==> src/rtl/sls_pkg.sv <==
package sls_pkg;

  typedef enum logic [3:0] {
    ST_IDLE,
    ST_CNT,
    ST_DY,
    ST_DX,
    ST_DN,
    ST_DC,
    ST_CHK,
    ST_PAT,
    ST_EMIT
  } seq_st_t;

  // Row of the sprite on the given line, modulo 256 (row 0 is the line after y).
  function automatic logic [7:0] row_of(input logic [7:0] line, input logic [7:0] ypos);
    return line - ypos - 8'd1;
  endfunction

  // Pixel position of slot k of a sprite whose left edge is x; bit 8 flags overflow.
  function automatic logic [8:0] pix_pos(input logic [7:0] x, input logic [2:0] k);
    return {1'b0, x} + {6'd0, k};
  endfunction

endpackage

==> src/rtl/sls_ctrl.sv <==
module sls_ctrl
  import sls_pkg::*;
#(
  parameter int NSPR     = 32,
  parameter int VA_W     = 14,
  parameter int ROW_W    = 3,
  parameter logic [7:0] END_MARK = 8'hD0
) (
  input  logic               clk,
  input  logic               rst_n,
  input  logic               start,
  input  logic [VA_W-1:0]    sat_base,
  input  logic [VA_W-1:0]    pat_base,
  input  logic [7:0]         vram_data,
  input  logic               vram_valid,
  input  logic               draw_ok,
  input  logic [7:0]         pat_name,
  input  logic [ROW_W-1:0]   pat_row,
  input  logic               emit_last,
  output seq_st_t            st,
  output logic               accept,
  output logic               vram_req,
  output logic [VA_W-1:0]    vram_addr,
  output logic               done
);
  localparam int IDX_W = $clog2(NSPR);
  localparam int CNT_W = $clog2(NSPR + 1);

  logic [IDX_W-1:0] idx;
  logic [CNT_W-1:0] live_cnt;
  logic             rd_ok;
  logic             term_hit;
  logic             idx_top;
  logic             idx_zero;
  logic [VA_W-1:0]  ent_addr;
  logic             in_draw;

  assign rd_ok    = vram_req && vram_valid;
  assign term_hit = (vram_data == END_MARK);
  assign idx_top  = (idx == IDX_W'(NSPR - 1));
  assign idx_zero = (idx == '0);
  assign accept   = (st == ST_IDLE) && start;
  assign ent_addr = sat_base + VA_W'({idx, 2'b00});
  assign in_draw  = (st == ST_DY) || (st == ST_DX) || (st == ST_DN) || (st == ST_DC) ||
                    (st == ST_CHK) || (st == ST_PAT) || (st == ST_EMIT);

  always_comb begin
    vram_req  = 1'b0;
    vram_addr = '0;
    case (st)
      ST_CNT, ST_DY: begin vram_req = 1'b1; vram_addr = ent_addr; end
      ST_DX:  begin vram_req = 1'b1; vram_addr = ent_addr + VA_W'(1); end
      ST_DN:  begin vram_req = 1'b1; vram_addr = ent_addr + VA_W'(2); end
      ST_DC:  begin vram_req = 1'b1; vram_addr = ent_addr + VA_W'(3); end
      ST_PAT: begin
        vram_req  = 1'b1;
        vram_addr = pat_base + VA_W'({pat_name, 3'b000}) + VA_W'(pat_row);
      end
      default: ;
    endcase
  end

  always_ff @(posedge clk) begin
    if (!rst_n) begin
      st       <= ST_IDLE;
      idx      <= '0;
      live_cnt <= '0;
      done     <= 1'b0;
    end else begin
      case (st)
        ST_IDLE: if (start) begin
          st   <= ST_CNT;
          idx  <= '0;
          done <= 1'b0;
        end
        ST_CNT: if (rd_ok) begin
          if (term_hit) begin
            live_cnt <= CNT_W'(idx);
            if (idx_zero) begin
              st   <= ST_IDLE;
              done <= 1'b1;
            end else begin
              idx <= idx - 1'b1;
              st  <= ST_DY;
            end
          end else if (idx_top) begin
            live_cnt <= CNT_W'(NSPR);
            st       <= ST_DY;
          end else begin
            idx <= idx + 1'b1;
          end
        end
        ST_DY:  if (rd_ok) st <= ST_DX;
        ST_DX:  if (rd_ok) st <= ST_DN;
        ST_DN:  if (rd_ok) st <= ST_DC;
        ST_DC:  if (rd_ok) st <= ST_CHK;
        ST_CHK: begin
          if (draw_ok) st <= ST_PAT;
          else if (idx_zero) begin st <= ST_IDLE; done <= 1'b1; end
          else begin idx <= idx - 1'b1; st <= ST_DY; end
        end
        ST_PAT: if (rd_ok) st <= ST_EMIT;
        ST_EMIT: if (emit_last) begin
          if (idx_zero) begin st <= ST_IDLE; done <= 1'b1; end
          else begin idx <= idx - 1'b1; st <= ST_DY; end
        end
        default: st <= ST_IDLE;
      endcase
    end
  end


  addr_hold_chk: assert property (@(posedge clk) disable iff (!rst_n)
    (vram_req && !vram_valid) |=> (vram_req && $stable(vram_addr)));


  count_up_chk: assert property (@(posedge clk) disable iff (!rst_n)
    (st == ST_CNT && rd_ok && !term_hit && !idx_top) |=>
      (st == ST_CNT && idx == $past(idx) + 1'b1));


  down_step_chk: assert property (@(posedge clk) disable iff (!rst_n)
    (st == ST_EMIT && emit_last && !idx_zero) |=>
      (st == ST_DY && idx == $past(idx) - 1'b1));


  in_range_chk: assert property (@(posedge clk) disable iff (!rst_n)
    in_draw |-> (CNT_W'(idx) < live_cnt));


  done_quiet_chk: assert property (@(posedge clk) disable iff (!rst_n)
    done |-> !vram_req);

endmodule

==> src/rtl/sls_attr.sv <==
module sls_attr
  import sls_pkg::*;
#(
  parameter int COL_W    = 4,
  parameter int SPR_ROWS = 8,
  parameter int ROW_W    = 3
) (
  input  logic               clk,
  input  logic               rst_n,
  input  seq_st_t            st,
  input  logic               accept,
  input  logic [7:0]         scanline,
  input  logic [7:0]         vram_data,
  input  logic               vram_valid,
  output logic [7:0]         xpos,
  output logic [7:0]         pat_name,
  output logic [COL_W-1:0]   colour,
  output logic [ROW_W-1:0]   pat_row,
  output logic               draw_ok
);
  logic [7:0] line_q;
  logic [7:0] ypos;
  logic [7:0] row8;
  logic       on_line;

  always_ff @(posedge clk) begin
    if (!rst_n) begin
      line_q   <= '0;
      ypos     <= '0;
      xpos     <= '0;
      pat_name <= '0;
      colour   <= '0;
    end else begin
      if (accept) line_q <= scanline;
      if (vram_valid) begin
        case (st)
          ST_DY: ypos     <= vram_data;
          ST_DX: xpos     <= vram_data;
          ST_DN: pat_name <= vram_data;
          ST_DC: colour   <= vram_data[COL_W-1:0];
          default: ;
        endcase
      end
    end
  end

  assign row8    = row_of(line_q, ypos);
  assign on_line = (row8 < 8'(SPR_ROWS));
  assign pat_row = row8[ROW_W-1:0];
  assign draw_ok = on_line && (colour != '0);


  row_window_chk: assert property (@(posedge clk) disable iff (!rst_n)
    (st == ST_PAT) |-> (row_of(line_q, ypos) < 8'(SPR_ROWS)));

endmodule

==> src/rtl/sls_emit.sv <==
module sls_emit
  import sls_pkg::*;
#(
  parameter int COL_W = 4
) (
  input  logic               clk,
  input  logic               rst_n,
  input  logic               load,
  input  logic [7:0]         pat_byte,
  input  logic [7:0]         xpos,
  input  logic [COL_W-1:0]   colour,
  output logic               lb_we,
  output logic [7:0]         lb_addr,
  output logic [COL_W-1:0]   lb_color,
  output logic               emit_last
);
  logic [7:0] shreg;
  logic [2:0] pix;
  logic       busy;
  logic [8:0] pos;

  always_ff @(posedge clk) begin
    if (!rst_n) begin
      shreg <= '0;
      pix   <= '0;
      busy  <= 1'b0;
    end else if (load) begin
      shreg <= pat_byte;
      pix   <= '0;
      busy  <= 1'b1;
    end else if (busy) begin
      shreg <= {shreg[6:0], 1'b0};
      pix   <= pix + 1'b1;
      if (pix == 3'd7) busy <= 1'b0;
    end
  end

  assign pos       = pix_pos(xpos, pix);
  assign lb_addr   = pos[7:0];
  assign lb_color  = colour;
  assign lb_we     = busy && shreg[7] && !pos[8] && (colour != '0);
  assign emit_last = busy && (pix == 3'd7);


  no_wrap_chk: assert property (@(posedge clk) disable iff (!rst_n)
    lb_we |-> (lb_addr >= xpos));


  slot_count_chk: assert property (@(posedge clk) disable iff (!rst_n)
    $fell(busy) |-> $past(emit_last));

endmodule

==> src/rtl/sprite_line_seq.sv <==
module sprite_line_seq
  import sls_pkg::*;
#(
  parameter int NSPR     = 32,
  parameter int VA_W     = 14,
  parameter int COL_W    = 4,
  parameter int SPR_ROWS = 8,
  parameter logic [7:0] END_MARK = 8'hD0
) (
  input  logic               clk,
  input  logic               rst_n,
  input  logic               start,
  input  logic [7:0]         scanline,
  input  logic [VA_W-1:0]    sat_base,
  input  logic [VA_W-1:0]    pat_base,
  output logic               vram_req,
  output logic [VA_W-1:0]    vram_addr,
  input  logic [7:0]         vram_data,
  input  logic               vram_valid,
  output logic               lb_we,
  output logic [7:0]         lb_addr,
  output logic [COL_W-1:0]   lb_color,
  output logic               done
);
  localparam int ROW_W = $clog2(SPR_ROWS);

  seq_st_t          st;
  logic             accept;
  logic             draw_ok;
  logic [7:0]       xpos;
  logic [7:0]       pat_name;
  logic [COL_W-1:0] colour;
  logic [ROW_W-1:0] pat_row;
  logic             emit_last;
  logic             pat_load;

  assign pat_load = (st == ST_PAT) && vram_valid;

  sls_ctrl #(.NSPR(NSPR), .VA_W(VA_W), .ROW_W(ROW_W), .END_MARK(END_MARK)) u_ctrl (
    .clk, .rst_n, .start, .sat_base, .pat_base, .vram_data, .vram_valid,
    .draw_ok, .pat_name, .pat_row, .emit_last,
    .st, .accept, .vram_req, .vram_addr, .done
  );

  sls_attr #(.COL_W(COL_W), .SPR_ROWS(SPR_ROWS), .ROW_W(ROW_W)) u_attr (
    .clk, .rst_n, .st, .accept, .scanline, .vram_data, .vram_valid,
    .xpos, .pat_name, .colour, .pat_row, .draw_ok
  );

  sls_emit #(.COL_W(COL_W)) u_emit (
    .clk, .rst_n, .load(pat_load), .pat_byte(vram_data), .xpos, .colour,
    .lb_we, .lb_addr, .lb_color, .emit_last
  );


  opaque_chk: assert property (@(posedge clk) disable iff (!rst_n)
    lb_we |-> (lb_color != '0));


  quiet_idle_chk: assert property (@(posedge clk) disable iff (!rst_n)
    (st == ST_IDLE) |-> (!vram_req && !lb_we));

endmodule

==> config.mk <==
export PLATFORM = sky130hd
export DESIGN_NAME = sprite_line_seq
export DESIGN_NICKNAME = d
export VERILOG_FILES = /design/src/rtl/sls_pkg.sv /design/src/rtl/sls_ctrl.sv /design/src/rtl/sls_attr.sv /design/src/rtl/sls_emit.sv /design/src/rtl/sprite_line_seq.sv
export SDC_FILE = /design/constraint.sdc
export NUM_CORES = 1
export LEC_CHECK = 0
export BUFFER_PORTS_ARGS = -buffer_cell sky130_fd_sc_hd__buf_4
export CORE_MARGIN = 4
export CORE_UTILIZATION = 54
export CTS_BUF_LIST = sky130_fd_sc_hd__clkbuf_2
export CTS_CLUSTER_SIZE = 10
export DETAILED_ROUTE_END_ITERATION = 7
export PLACE_DENSITY_LB_ADDON = 0.2
export SYNTH_ARGS = -nofsm -noshare
export SYNTH_HDL_FRONTEND = slang
export SYNTH_SLANG_ARGS = --single-unit
==> constraint.sdc <==
create_clock -name clk -period 11.9 [get_ports clk]
set_clock_uncertainty 0.05 [all_clocks]
set_input_delay 2.38 -clock clk [delete_from_list [all_inputs] [get_ports clk]]
set_output_delay 2.38 -clock clk [all_outputs]
set_load 0.01 [all_outputs]
* After elaboration in Yosys (flattened, before gate mapping) *
Index checks and enable logic that the tools add are counted.
Widths: inputs -> output; s select.

operators by class
  equality and inequality tests = 23
  multiplexer cells = 35
  $lt $le $gt $ge = 1
  $add $sub $neg = 12
  bitwise operators = 1
  reductions and logical operators = 24

operator list
  kind                   number
  $pmux 14 s5            1
  $mux 4                 11
  $pmux 4 s9             1
  $mux 5                 7
  $add 14x2->14 const B  2
  $pmux 5 s4             1
  $eq 4x3->1 const B     4
  $mux 8                 2
  $add 14x1->14 const B  1
  $add 14x11->14         1
  $add 14x3->14          1
  $add 14x7->14          1
  $ne 2x2->1 const B     7
  $reduce_and 6->1       2
  $mux 1                 10
  $add 8x3->9            1
  $reduce_and 9->1       1
  $eq 4x2->1 const B     2
  $eq 8x8->1 const B     1
  $logic_and 1x1->1      8
  $lt 8x4->1 const B     1
  $reduce_and 2->1       4
  $reduce_bool 4->1      2
  $sub 8x1->8 const B    1
  20 further kinds       23

storage, ports and cells
  word-level logic and storage cells = 107
  bits in registers = 58

* Depth between registers and ports, before layout *
Gate-level depths: netlist (run 1).

  word-level depth = 6
  gate-level depth with buffers = 13
  mapped depth without buffers = 13

* Modules after synthesis *
A second synthesis (run 1) with hierarchy kept.

second synthesis, totals
  cell total of the unflattened synthesis = 638
  area, all modules = 5227.5 um^2

by module, submodules not included
  module           sequential area each (um^2)  area an instance (um^2)  cells an instance  instances
  sls_ctrl         200.2                        2640.0                   374                1
  sls_attr         720.7                        1757.9                   172                1
  sls_emit         240.2                        812.0                    90                 1
  sprite_line_seq  0.0                          17.5                     2                  1

* Worst setup path after synthesis (run 1) *
Ideal clock, no wire load.

  path kind = input -> output
  start = input sat_base[2]
  end = output vram_addr[10]
  stages = 9
  setup slack = 4.657 ns
  arrival time = 4.813 ns
  path through = ha_1 > fa_1 > a211oi_1 > nor2_1 > nor2_1 > nand4_4 > nor3_1 > nor3_1 > or4_1

on the way
  cells in the longest elaborated chain, start to end = 3
  elaborated cells between the ends (all ways) = 5

ends and longest elaborated chain
  what                                         line                   RTL
  start, declared                              sprite_line_seq.sv:14  input logic [VA_W-1:0] sat_base,
  $add 14x7->14 *                              sls_ctrl.sv:43         assign ent_addr = sat_base + VA_W'({idx, 2'b00});
  $add 14x2->14, or another cell as far along  sls_ctrl.sv:54         ST_DC: begin vram_req = 1'b1; vram_addr = ent_addr + VA_W'(3); end
  $pmux 14 s5 *                                sls_ctrl.sv:50         case (st)
  end, declared                                sprite_line_seq.sv:17  output logic [VA_W-1:0] vram_addr,

Mark *: on every way between the ends. The rest lies on a longest branch, timed or not.

* Worst setup path in the final report (run 1) *
  start = input sat_base[2]
  end = output vram_addr[9]

The elaborated chain is that of the path after synthesis.

==> results.toml, run 1 <==
[global_route]
grt_pass1_vias = 4947
grtUsageTotal_pct = 25.4
grt_pass1_wl_um = 23200
grt_start_max_net_pins = 45
antenna_found_initial = 0
overflow = 0

[die]
die_area_um2 = 11000
io_pins = 77
core_region_area_um2 = 9150
fp.dieW_um = 105
rows = 35
start_util_pct = 55.2
floorplan.die.height_um = 105

[run]
max-cap-violations = 0

[place]
gp_congestion = 0.925
portBuffers = 76
dpl.hpwl_um = 10700

[logic_synthesis]
async_flop_share_pct = 0
synth_seq_cells = 58
synth_top_area_share_pct = 23.0
syn_avg_cell_area_um2 = 7.91
ys_warn_count = 0
ys_seq_area_share_pct = 23.0
yosys.cell_types.count = 78
yosysTopAreaCell = "dfxtp_1"
synth_edf_count = 0
synth_cells = 639
yosysMostFrequentCell = "nor2_1"
syn_area_um2 = 5050
ys.flop_type = "dfxtp_1"
synth_area_leaders = "dfxtp_1 (23%), ha_1 (8.2%), mux2i_1 (7.7%)"
synth_fp_nets = 725
synthTopCellsByCount = "nor2_1 (74), dfxtp_1 (58), nand2_1 (51)"

[pwr]
seq_power_share_pct = 32.9
vdd_drop_max_v = 0.0000717
clkPwrFrac_pct = 17.2
p_comb_share_pct = 50.0
p_leak_nw = 2.39
p_sw_share_pct = 40.8
switching_power_w = 0.000280
power_density_nw_per_um2 = 119
intPower_w = 0.000406

[clock_network]
cts-hold-fix-buffers = 0
cts_resized = 0
postCtsSetupBuffers = 0
clock-sinks = 58
htreeDepth = 3
clockBufferDepth = 2
clk_latency_ps = 470
clk_pin_slew_ps = 160
numCtsBuffers = 9
cts_tree = "done"
root_buffer = "clkbuf_2"

[finish]
antenna_cells = 0
nFillCells = 840
fin_nets = 784
seq_area_um2 = 1160
area_growth_pct = 13.9
drive_gt1_share_pct = 16.7
multi_input_area_um2 = 3670

[setup_path]
worstPathRequired_ps = 9470
path_depth = 10
path_class = "in2out"
crit_family = "simple AND/OR/NAND/NOR gates"
crit_chain = "buf_4 -> ha_1 -> fa_1 -> nand2_1 -> nor3_2 -> or4b_1 -> a2111oi_0 -> a21oi_1 -> a22o_1 -> buf_4"
cp_slowest_cell = "fa_1"
cp.arrival_ps = 5290
max_stage_delay_ps = 640
crit_buf_inv = 2
endpoint_kind = "output port"
crit_top_cell = "buf_4"
reg2regPathDepth = 10
cp_max_fo = 7
startpoint_type = "input port"

[timing]
relSlewSlack_pct = 44.5
rsz0062_at_grt = "false"
tns_ps = 0
final-hold-violation-count = 0
fmax_mhz = 130
setup_violations = 0
worst_pin_slew_ps = 826
drv_slew = 0
holdWs_ps = 433
period_minus_slack_ps = 7720
min_period_over_period_pct = 64.8

[status]
violations = "design-rule violations"
status = "finished with violations"

[detailed_routing]
first_pass_iters = 8
vias = 5044
viasPerCell = 6.20
drt_wl_total_um = 13900
antenna_left = 0
drtIter0Drc = 378
wl_per_cell_um = 17.1
post-route-drc-count = 4

[hold_path]
min_path_type = "reg2reg"
hold_depth = 2
power by group through the flow:
stage | registers, W | logic (W) | clock network [W]
final | 0.000226 | 0.000343 | 0.000118
after CTS | 0.000225 | 0.000342 | 0.000120
after detailed placement | 0.000230 | 0.000339 | 0
after floorplan | 0.000221 | 0.000239 | 0
after global placement | 0.000229 | 0.000332 | 0
after global routing | 0.000228 | 0.000384 | 0.000129
worst paths after layout:
kind	to	slack [ps]	start
min	u_attr.pat_name[0]	430	u_attr.pat_name[0]
max	vram_addr[9]	4180	sat_base[2]
max reg2reg	u_ctrl.idx[1]	9050	u_attr.line_q[0]
min reg2reg	u_attr.pat_name[0]	430	u_attr.pat_name[0]
through the flow:
step	instances	instance area, µm²	power (W)	worst slack (ps)	utilization (%)
6_report	813	5760	0.000687	4180	62.9
5_1_grt	813	5760	0.000741	3850	62.9
4_1_cts	813	5760	0.000687	4200	62.9
3_5_place_dp	798	5660	0.000568	4200	61.8
3_3_place_gp	798	5660	0.000561	4280	61.8
2_1_floorplan	639	5050	0.000460	4660	-
layer usage:
layer / track usage (%) / vias up / routed length [µm]
li1: - / 2462 / -
met1: 30.3 / 2405 / 5860
met2: 45.7 / 152 / 6990
met3: 4.20 / 25 / 762
met4: 9.09 / 0 / 314
met5: 0 / - / 0
worst register-to-register path, delay by kind of cell, from the launching register on:
| family | cells | cell delay, ps |
|---|---|---|
| flops | 1 | 390 |
| compound gates | 4 | 1060 |
| simple gates | 3 | 590 |
| buf+inv | 1 | 60 |
| fa+ha+maj | 2 | 610 |
area by class of cell:
| type | count | area share [%] |
|---|---|---|
| clock inverters | 4 | 0.761 |
| multi-input cells | 523 | 63.7 |
| repair buffers | 78 | 10.2 |
| clock buffers | 11 | 0.957 |
| well taps | 111 | 2.41 |
| flip-flops and latches | 58 | 20.2 |
| inverters | 28 | 1.83 |
kinds of logic after synthesis:
family	Yosys count	synth area share (%)
DFF	58	23.0
xor gates and xnor gates	32	5.55
adders and majority gates	38	10.2
muxes	41	8.17
and+or+nand+nor	240	24.3
AOI/OAI and AO/OA	172	24.3
buffers and inverters	58	4.56
flip-flops by register name (all words and copies together) (netlist names):
| name | count |
|---|---|
| u_ctrl.done | 1 |
| u_emit.shreg | 8 |
| u_ctrl.idx | 5 |
| u_attr.xpos | 8 |
| u_emit.busy | 1 |
| u_ctrl.st | 4 |
| u_attr.ypos | 8 |
| u_attr.pat_name | 8 |
| u_emit.pix | 3 |
| u_attr.line_q | 8 |
| u_attr.colour | 4 |
placed cells by master, fill, tap and decap left out, types with 11 or more instances in the layout:
master	n
buf_4	78
nor2_1	74
dfxtp_1	58
nand2_1	51
a21oi_1	43
mux2i_1	39
ha_1	33
inv_1	27
nand3_1	25
o21ai_0	22
xnor2_1	21
nor2b_1	15
nor3_1	15
a211oi_1	13
nand2b_1	11
xor2_1	11
clkbuf_2	11
Note: power is estimated with default switching activity, not from simulation.
==> inputs of run 2 (changes only) <==
==> constraint.sdc (replaced) <==
create_clock -name clk -period 6.9 [get_ports clk]
set_clock_uncertainty 0.05 [all_clocks]
set_input_delay 1.38 -clock clk [delete_from_list [all_inputs] [get_ports clk]]
set_output_delay 1.38 -clock clk [all_outputs]
set_load 0.01 [all_outputs]
==> results.toml, run 2 (same netlist as run 1, synthesis figures left out) <==
[finish]
final_util_pct = 62.7
drive_gt1_share_pct = 16.8
mostFrequentLayoutCell = "buf_4"
final_cell_mix = "buf_4 (78), nor2_1 (74), dfxtp_1 (58)"
fin_nets = 784
postLayoutCellArea_um2 = 5740
area_growth_pct = 13.6
antenna_cells = 0

[setup_path]
endpoint_kind = "output port"
cp.arrival_ps = 4320
cp_max_fo = 5
startpoint_type = "input port"
worstPathRequired_ps = 5470
path_class = "in2out"

[global_route]
grt_pass1_vias = 4834
grt_start_max_net_pins = 45
grtUsageTotal_pct = 24.6
grt_pass1_wl_um = 22600
antenna_found_initial = 0
overflow = 0

[pwr]
p_leak_nw = 2.38
vdd_drop_max_v = 0.000128
power_density_nw_per_um2 = 201
switching_power_w = 0.000490
p_comb_share_pct = 51.5
intPower_w = 0.000664
p_sw_share_pct = 42.5
seq_power_share_pct = 33.7
clkPwrFrac_pct = 14.8

[timing]
fmax_mhz = 174
relSlewSlack_pct = 45.9
final-hold-violation-count = 0
post-route-worst-setup-slack_ps = 1150
drv_slew = 0
tns_ps = 0
rsz0062_at_grt = "false"
min_period_over_period_pct = 83.3
worst_pin_slew_ps = 806
setup_violations = 0
period_minus_slack_ps = 5750

[clock_network]
postCtsSetupBuffers = 0
clk_pin_slew_ps = 170
cts-hold-fix-buffers = 0
cts_tree = "done"
clock-sinks = 58
clk_latency_ps = 480
cts_resized = 0
clockBufferDepth = 2
numCtsBuffers = 9
htreeDepth = 3
root_buffer = "clkbuf_2"

[place]
dpl.hpwl_um = 10600
portBuffers = 76
dpl_cell_area_um2 = 5660
gp_congestion = 0.922
pre_cts_slack_ps = 1200

[die]
io_pins = 77
die_area_um2 = 11000
core_region_area_um2 = 9150
rows = 35
floorplan.die.height_um = 105
fp.dieW_um = 105
start_util_pct = 55.2

[detailed_routing]
wl_per_cell_um = 16.9
viasPerCell = 6.10
post-route-drc-count = 0
antenna_left = 0
vias = 4968
drtIter0Drc = 360
first_pass_iters = 5
drt_wl_total_um = 13800

[status]
status = "finished clean"

[hold_path]
min_path_type = "reg2reg"

[run]
max-cap-violations = 0
run 2: cell types whose count changed in the layout (fill, tap and decap cells not counted), sizes merged:
cell,delta
bufinv,-1
clkbuf,-1
clkinv,+1
clkinvlp,+2
run 2: through the flow:
stage          power (W)  cells  hold WS (ps)
6_report         0.00115    814           444
5_1_grt          0.00124    814           460
4_1_cts          0.00115    814           441
3_5_place_dp    0.000980    798           421
3_3_place_gp    0.000968    798           409
2_1_floorplan   0.000793    639           390
run 2: path summary, 6_finish.rpt:
path	endpoint	start	slack, ps	depth (start not counted)
max	vram_addr[10]	sat_base[2]	1150	11
max reg2reg	u_ctrl.idx[1]	u_attr.ypos[0]	4130	11
min	u_attr.pat_name[2]	u_attr.pat_name[2]	440	2
min reg2reg	u_attr.pat_name[2]	u_attr.pat_name[2]	440	2
run 2: worst max-delay path, stage by stage:
cell and delay [ps]:
buf_4 110, ha_1 250, fa_1 490, a211oi_1 340, nor2_1 180, nor2_1 390
nand4_4 200, nor3_1 240, nor3_1 70, or4_1 500, buf_4 160
run 2: cell type report:
cell class,instances,area [µm²]
Multi-Input combinational cell,523,3670
Fill cell,863,3410
Sequential cell,58,1160
Timing Repair Buffer,78,586
Tap cell,111,139
Inverter,28,105
Clock buffer,10,50.0
Clock inverter,6,33.8
run 2: power by group through the flow:
stage / logic (W) / clock network [W] / registers, W
finish: 0.000594 / 0.000171 / 0.000389
floorplan: 0.000413 / 0 / 0.000381
detailed placement: 0.000584 / 0 / 0.000395
global placement: 0.000573 / 0 / 0.000394
global route: 0.000658 / 0.000190 / 0.000393
CTS: 0.000587 / 0.000175 / 0.000388
run 2: routing by layer:
metal | vias to the layer above | wire, µm | GRT usage, %
li1 | 2457 | - | -
met1 | 2340 | 5930 | 29.3
met2 | 150 | 6930 | 45.4
met3 | 21 | 663 | 3.52
met4 | 0 | 247 | 7.78
met5 | - | 0 | 0
